==> src/rtl/mbif_pkg.sv <==
// Package: shared types for the message buffer interrupt flag bank.
// Assumes: direction encoding 0 = receive, 1 = transmit.
package mbif_pkg;
    typedef struct packed {
        logic dir;   // 1 = transmit buffer
        logic fifo;  // member of receive FIFO
        logic ien;   // interrupt enable
    } buf_cfg_t;
endpackage

==> src/rtl/mbif_slot.sv <==
// Module: one buffer's configuration bits and status flag.
// Assumes: hit inputs are already index-decoded by the parent; at most one
// write, one lock, one rx and one tx hit arrive per cycle.
module mbif_slot
    import mbif_pkg::*;
(
    input  logic     clk,
    input  logic     rst_n,
    input  logic     cfg_state_i,
    input  logic     wr_hit_i,
    input  buf_cfg_t wr_cfg_i,
    input  logic     lock_hit_i,
    input  logic     rx_hit_i,
    input  logic     tx_hit_i,
    output logic     flag_o,
    output buf_cfg_t cfg_o
);
    buf_cfg_t cfg_q;
    logic     flag_q;
    logic     set_ev;

    // Protocol set event: normal state, non-FIFO, direction matches event.
    always_comb begin
        set_ev = !cfg_state_i && !cfg_q.fifo &&
                 ((rx_hit_i && !cfg_q.dir) || (tx_hit_i && cfg_q.dir));
    end

    // Configuration bits: full load in config state, enable only otherwise.
    always_ff @(posedge clk) begin
        if (!rst_n) begin
            cfg_q <= '0;
        end else if (wr_hit_i) begin
            if (cfg_state_i) cfg_q     <= wr_cfg_i;
            else             cfg_q.ien <= wr_cfg_i.ien;
        end
    end

    // Flag: set event beats config preset, which beats host lock.
    always_ff @(posedge clk) begin
        if (!rst_n) begin
            flag_q <= 1'b0;
        end else if (set_ev) begin
            flag_q <= 1'b1;
        end else if (wr_hit_i && cfg_state_i) begin
            flag_q <= wr_cfg_i.dir && !wr_cfg_i.fifo;
        end else if (lock_hit_i) begin
            flag_q <= 1'b0;
        end
    end

    assign flag_o = flag_q;
    assign cfg_o  = cfg_q;
endmodule

==> src/rtl/mbif_irq_merge.sv <==
// Module: registered reduction of enabled flags into read/write interrupts.
// Assumes: FIFO flags are always 0, so they need no masking here.
module mbif_irq_merge #(
    parameter int NUM_BUF = 16
) (
    input  logic               clk,
    input  logic               rst_n,
    input  logic [NUM_BUF-1:0] flag_i,
    input  logic [NUM_BUF-1:0] ien_i,
    input  logic [NUM_BUF-1:0] dir_i,
    output logic               irq_rd_o,
    output logic               irq_wr_o
);
    logic [NUM_BUF-1:0] active;

    // Per-buffer interrupt request.
    always_comb active = flag_i & ien_i;

    // Register the two ORs, split by direction.
    always_ff @(posedge clk) begin
        if (!rst_n) begin
            irq_rd_o <= 1'b0;
            irq_wr_o <= 1'b0;
        end else begin
            irq_rd_o <= |(active & ~dir_i);
            irq_wr_o <= |(active & dir_i);
        end
    end
endmodule

==> src/rtl/mbif_bank.sv <==
// Module: top of the message buffer interrupt flag bank. Decodes indexed
// host and protocol operations, holds the mode state, instantiates slots.
// Assumes: indices beyond NUM_BUF-1 simply hit no buffer.
module mbif_bank
    import mbif_pkg::*;
#(
    parameter int NUM_BUF = 16,
    parameter int IDX_W   = $clog2(NUM_BUF)
) (
    input  logic               clk,
    input  logic               rst_n,
    input  logic               mode_cfg_i,
    input  logic               mode_run_i,
    input  logic               hw_en_i,
    input  logic [IDX_W-1:0]   hw_idx_i,
    input  logic               hw_dir_i,
    input  logic               hw_fifo_i,
    input  logic               hw_ien_i,
    input  logic               lock_en_i,
    input  logic [IDX_W-1:0]   lock_idx_i,
    input  logic               rx_ev_i,
    input  logic [IDX_W-1:0]   rx_idx_i,
    input  logic               tx_ev_i,
    input  logic [IDX_W-1:0]   tx_idx_i,
    output logic [NUM_BUF-1:0] flag_o,
    output logic               irq_rd_o,
    output logic               irq_wr_o,
    output logic               cfg_state_o
);
    logic               cfg_state;
    buf_cfg_t           wr_cfg;
    logic [NUM_BUF-1:0] dir_v;
    logic [NUM_BUF-1:0] fifo_v;
    logic [NUM_BUF-1:0] ien_v;

    // Mode state: configuration entry has precedence over leaving it.
    always_ff @(posedge clk) begin
        if (!rst_n)          cfg_state <= 1'b1;
        else if (mode_cfg_i) cfg_state <= 1'b1;
        else if (mode_run_i) cfg_state <= 1'b0;
    end

    // Pack host write data once for all slots.
    always_comb begin
        wr_cfg.dir  = hw_dir_i;
        wr_cfg.fifo = hw_fifo_i;
        wr_cfg.ien  = hw_ien_i;
    end

    for (genvar g = 0; g < NUM_BUF; g++) begin : g_slot
        buf_cfg_t slot_cfg;
        logic     wr_hit, lock_hit, rx_hit, tx_hit;

        // Index decode for this buffer.
        always_comb begin
            wr_hit   = hw_en_i   && (int'(hw_idx_i)   == g);
            lock_hit = lock_en_i && (int'(lock_idx_i) == g);
            rx_hit   = rx_ev_i   && (int'(rx_idx_i)   == g);
            tx_hit   = tx_ev_i   && (int'(tx_idx_i)   == g);
        end

        mbif_slot u_slot (
            .clk         (clk),
            .rst_n       (rst_n),
            .cfg_state_i (cfg_state),
            .wr_hit_i    (wr_hit),
            .wr_cfg_i    (wr_cfg),
            .lock_hit_i  (lock_hit),
            .rx_hit_i    (rx_hit),
            .tx_hit_i    (tx_hit),
            .flag_o      (flag_o[g]),
            .cfg_o       (slot_cfg)
        );

        assign dir_v[g]  = slot_cfg.dir;
        assign fifo_v[g] = slot_cfg.fifo;
        assign ien_v[g]  = slot_cfg.ien;
    end

    mbif_irq_merge #(.NUM_BUF(NUM_BUF)) u_irq (
        .clk      (clk),
        .rst_n    (rst_n),
        .flag_i   (flag_o),
        .ien_i    (ien_v),
        .dir_i    (dir_v),
        .irq_rd_o (irq_rd_o),
        .irq_wr_o (irq_wr_o)
    );

    assign cfg_state_o = cfg_state;
endmodule

==> config.mk <==
export PLATFORM = sky130hd
export DESIGN_NAME = mbif_bank
export DESIGN_NICKNAME = d
export VERILOG_FILES = /design/src/rtl/mbif_pkg.sv /design/src/rtl/mbif_slot.sv /design/src/rtl/mbif_irq_merge.sv /design/src/rtl/mbif_bank.sv
export SDC_FILE = /design/constraint.sdc
export NUM_CORES = 1
export LEC_CHECK = 0
export CORE_MARGIN = 3
export CORE_UTILIZATION = 30
export CTS_BUF_LIST = sky130_fd_sc_hd__clkbuf_4 sky130_fd_sc_hd__clkbuf_8
export DETAILED_ROUTE_END_ITERATION = 16
export GPL_TIMING_DRIVEN = 0
export PLACE_DENSITY_LB_ADDON = 0.25
export SETUP_SLACK_MARGIN = 0.5
export SLEW_MARGIN = 25
export SYNTH_ARGS = -nofsm -noshare
export SYNTH_HDL_FRONTEND = slang
export SYNTH_SLANG_ARGS = --single-unit
==> constraint.sdc <==
create_clock -name clk -period 3.5 [get_ports clk]
set_clock_uncertainty 0.1 [all_clocks]
set_input_delay 0.7 -clock clk [delete_from_list [all_inputs] [get_ports clk]]
set_output_delay 0.7 -clock clk [all_outputs]
set_load 0.01 [all_outputs]
==> flow_summary.yaml <==
timing:
  worst_pin_slew_ps: 755
  finalSetupViolations: 0
  slew_headroom_pct: 49.7
  rsz0062_at_grt: "false"
  tns_ps: 0
  max_freq_mhz: 404
  drv_slew: 0
  hold_viol_final: 0
  fin_crit_sh_pct: 70.6
  layout_min_cycle_time_ps: 2470
critical_path:
  crit_path_max_fanout: 10
  critPathRequiredTime_ps: 3610
  crit_start: "hw_idx_i[0]"
  r2r_slack_ps: 1580
  rr_endpoint: "g_slot[11].u_slot.flag_o"
  r2r_start: "cfg_state_o"
  critPathKind: "input port to register"
  worstPathArrival_ps: 2580
  rr_worst_depth: 6
  cp-end-kind: "register"
  cp-start-kind: "input port"
synth:
  yosysSeqAreaShare_pct: 37.2
  synthAdderAreaFrac_pct: 0
  synth_edf_count: 0
  synth.distinct_cells: 45
  ys_warn_count: 0
  syn-cell-area_sq_um: 3600
  synth-simple-area-share_pct: 33.6
  synth_xor_area_share_pct: 0
  avgSynthCellArea_sq_um: 7.76
  synth_top_family_by_area: "simple AND/OR/NAND/NOR gates"
  synth_flop_cell: "dfxtp_1"
  synth-seq-cells: 67
  synth_mux_area_share_pct: 5.56
  synthArstFlopShare_pct: 0
  synthCells: 464
  synthesis.nets: 491
  synth_compound_area_share_pct: 16.7
pwr:
  p_seq_share_pct: 44.1
  power_leakage_nw: 1.40
  swShare_pct: 25.3
  power.density_nw_per_um2: 401
  clock_power_share_pct: 46.1
  p_int_w: 0.00133
  p_sw_w: 0.000448
  peakVddDrop_mv: 0.255
  power_frac_comb_pct: 9.8
floorplanning:
  die_w_um: 116
  io_pins: 46
  die_height_um: 116
  num_rows: 39
  start_util_pct: 31.1
  coreArea_sq_um: 11600
  die-area_sq_um: 13400
clock_tree:
  path_clk_slew_ps: 70
  clockBufferDepth: 2
  cts_setup_buffers: 0
  cts_tree: "yes"
  insertion_delay_ps: 360
  cts.htree.levels: 3
  cts-root-buf: "clkbuf_8"
  post_cts_resized: 0
  clock-sinks: 67
  numCtsBuffers: 9
  holdBufCountCts: 0
finish:
  syn_to_final_growth_pct: 22.7
  design_area_sq_um: 4420
  n_fill_cell: 1184
  drive_gt1_share_pct: 10.2
  layout.area.seq_sq_um: 1340
  nNetsFinal: 541
  multi_input_area_sq_um: 2010
  antennaDiodeCount: 0
placed_design:
  hpwl_um: 9790
  placed_area_sq_um: 4170
  finalWeightedCongestion: 0.970
  portBuffers: 39
status:
  status: "completed"
detailed_routing:
  finalWirelength_um: 13100
  vias: 3806
  drt_iter0_drc: 461
  firstDrtPassIters: 6
  wire_per_inst_um: 19.7
  via_per_inst: 5.75
  post-route-drc-count: 0
  ant_nets: 0
worst_hold_path:
  hp-class: "register to register"
  min_path_cells: 1
  min_to: "g_slot[13].u_slot.flag_o"
  worstHoldStart: "g_slot[13].u_slot.cfg_o[1]"
global_route:
  grt_max_degree: 13
  grt_pass1_vias: 3511
  grt.overflow.total: 0
  antenna_found_initial: 0
  grtUsageTotal_pct: 19.4
  grt_pass1_wl_um: 19700
flow_run:
  max_cap_viol_count: 0
metrics by stage:
stage / worst slack (ps) / utilization [%] / instances / hold slack (ps) / power [W]
floorplan: 1610 / - / 464 / 319 / 0.000886
global placement: 780 / 36.1 / 646 / 340 / 0.000967
detailed placement: 790 / 36.1 / 646 / 353 / 0.000969
CTS: 1140 / 38.2 / 662 / 360 / 0.00178
global route: 980 / 38.2 / 662 / 383 / 0.00183
finish: 1030 / 38.2 / 662 / 362 / 0.00177
logic make-up after synthesis:
family / Yosys count
buf+inv: 46
compound gates: 101
flops: 67
mux: 20
simple gates: 230
worst max-delay path, cell delays in order:
cell and delay [ps]:
clkdlybuf4s50_1 470, buf_2 230, nand3b_1 470, nor2_1 400, nand4b_1 150, o311ai_0 150
final cells by class:
| type | count | area share, % |
|---|---|---|
| Multi-Input combinational cell | 351 | 45.5 |
| Clock buffer | 10 | 3.11 |
| Clock inverter | 6 | 2.52 |
| Sequential cell | 67 | 30.4 |
| Timing Repair Buffer | 39 | 8.83 |
| Tap cell | 143 | 4.05 |
| Inverter | 2 | 0.170 |
| Buffer | 44 | 5.44 |
power groups by stage:
stage	combinational, W	clock (W)	sequential (W)
2_1_floorplan	0.0000917	0	0.000795
3_3_place_gp	0.000169	0	0.000799
3_5_place_dp	0.000170	0	0.000799
4_1_cts	0.000171	0.000825	0.000781
5_1_grt	0.000185	0.000859	0.000782
6_report	0.000174	0.000818	0.000782
cell usage in the layout, fill, tap and decap left out, drive strengths merged, types with 2 or more instances in the layout:
| master | count |
|---|---|
| o31ai | 3 |
| nor2 | 42 |
| mux2i | 20 |
| nor2b | 5 |
| nor3b | 8 |
| nand3 | 31 |
| o311ai | 11 |
| o22ai | 6 |
| nand4b | 4 |
| and3b | 2 |
| clkdlybuf4s50 | 39 |
| nor3 | 23 |
| o21ai | 26 |
| nand2b | 5 |
| a211o | 2 |
| buf | 29 |
| nand2 | 68 |
| clkinv | 2 |
| nand3b | 13 |
| and3 | 3 |
| a31oi | 14 |
| bufinv | 3 |
| or3 | 6 |
| inv | 2 |
| nand4 | 13 |
| or3b | 3 |
| a21oi | 34 |
| a211oi | 2 |
| clkbuf | 25 |
| dfxtp | 67 |
Yosys cell counts (6+ instances only):
cell type	instances	area share, %
buf_4	18	3.8
nor2_1	40	4.2
nand2_1	68	7.1
clkbuf_1	15	1.6
mux2i_1	20	5.6
o22ai_1	6	1.0
o311ai_1	6	1.5
nor3_1	21	2.9
or3_1	6	1.0
a31oi_1	14	2.4
dfxtp_1	67	37
nand3_1	31	4.3
buf_2	6	0.83
nand3b_1	12	2.5
o21ai_0	26	3.6
nand4_1	12	2.1
a21oi_1	34	4.7
routing by layer:
metal / up-vias / routed length, um / GRT usage (%)
met3: 27 / 1420 / 3.50
li1: 1771 / - / -
met2: 240 / 5900 / 31.0
met4: 0 / 280 / 6.34
met1: 1768 / 5460 / 26.6
met5: - / 0 / 0
registers in the layout, summed over array words and instances, names as in the netlist:
| name | flops |
|---|---|
| g_slot.u_slot.cfg_o | 48 |
| u_irq.irq_rd_o | 1 |
| g_slot.u_slot.flag_o | 16 |
| cfg_state_o | 1 |
| u_irq.irq_wr_o | 1 |
worst max-delay path by stage:
stage                                            to  slack (ps)
after CTS                   g_slot[9].u_slot.flag_o        1140
after global placement      g_slot[9].u_slot.flag_o         780
after floorplan           g_slot[2].u_slot.cfg_o[0]        1610
final                       g_slot[9].u_slot.flag_o        1030
after global routing        g_slot[9].u_slot.flag_o         980
after detailed placement    g_slot[9].u_slot.flag_o         790
Note: power is estimated with default switching activity, not from simulation.
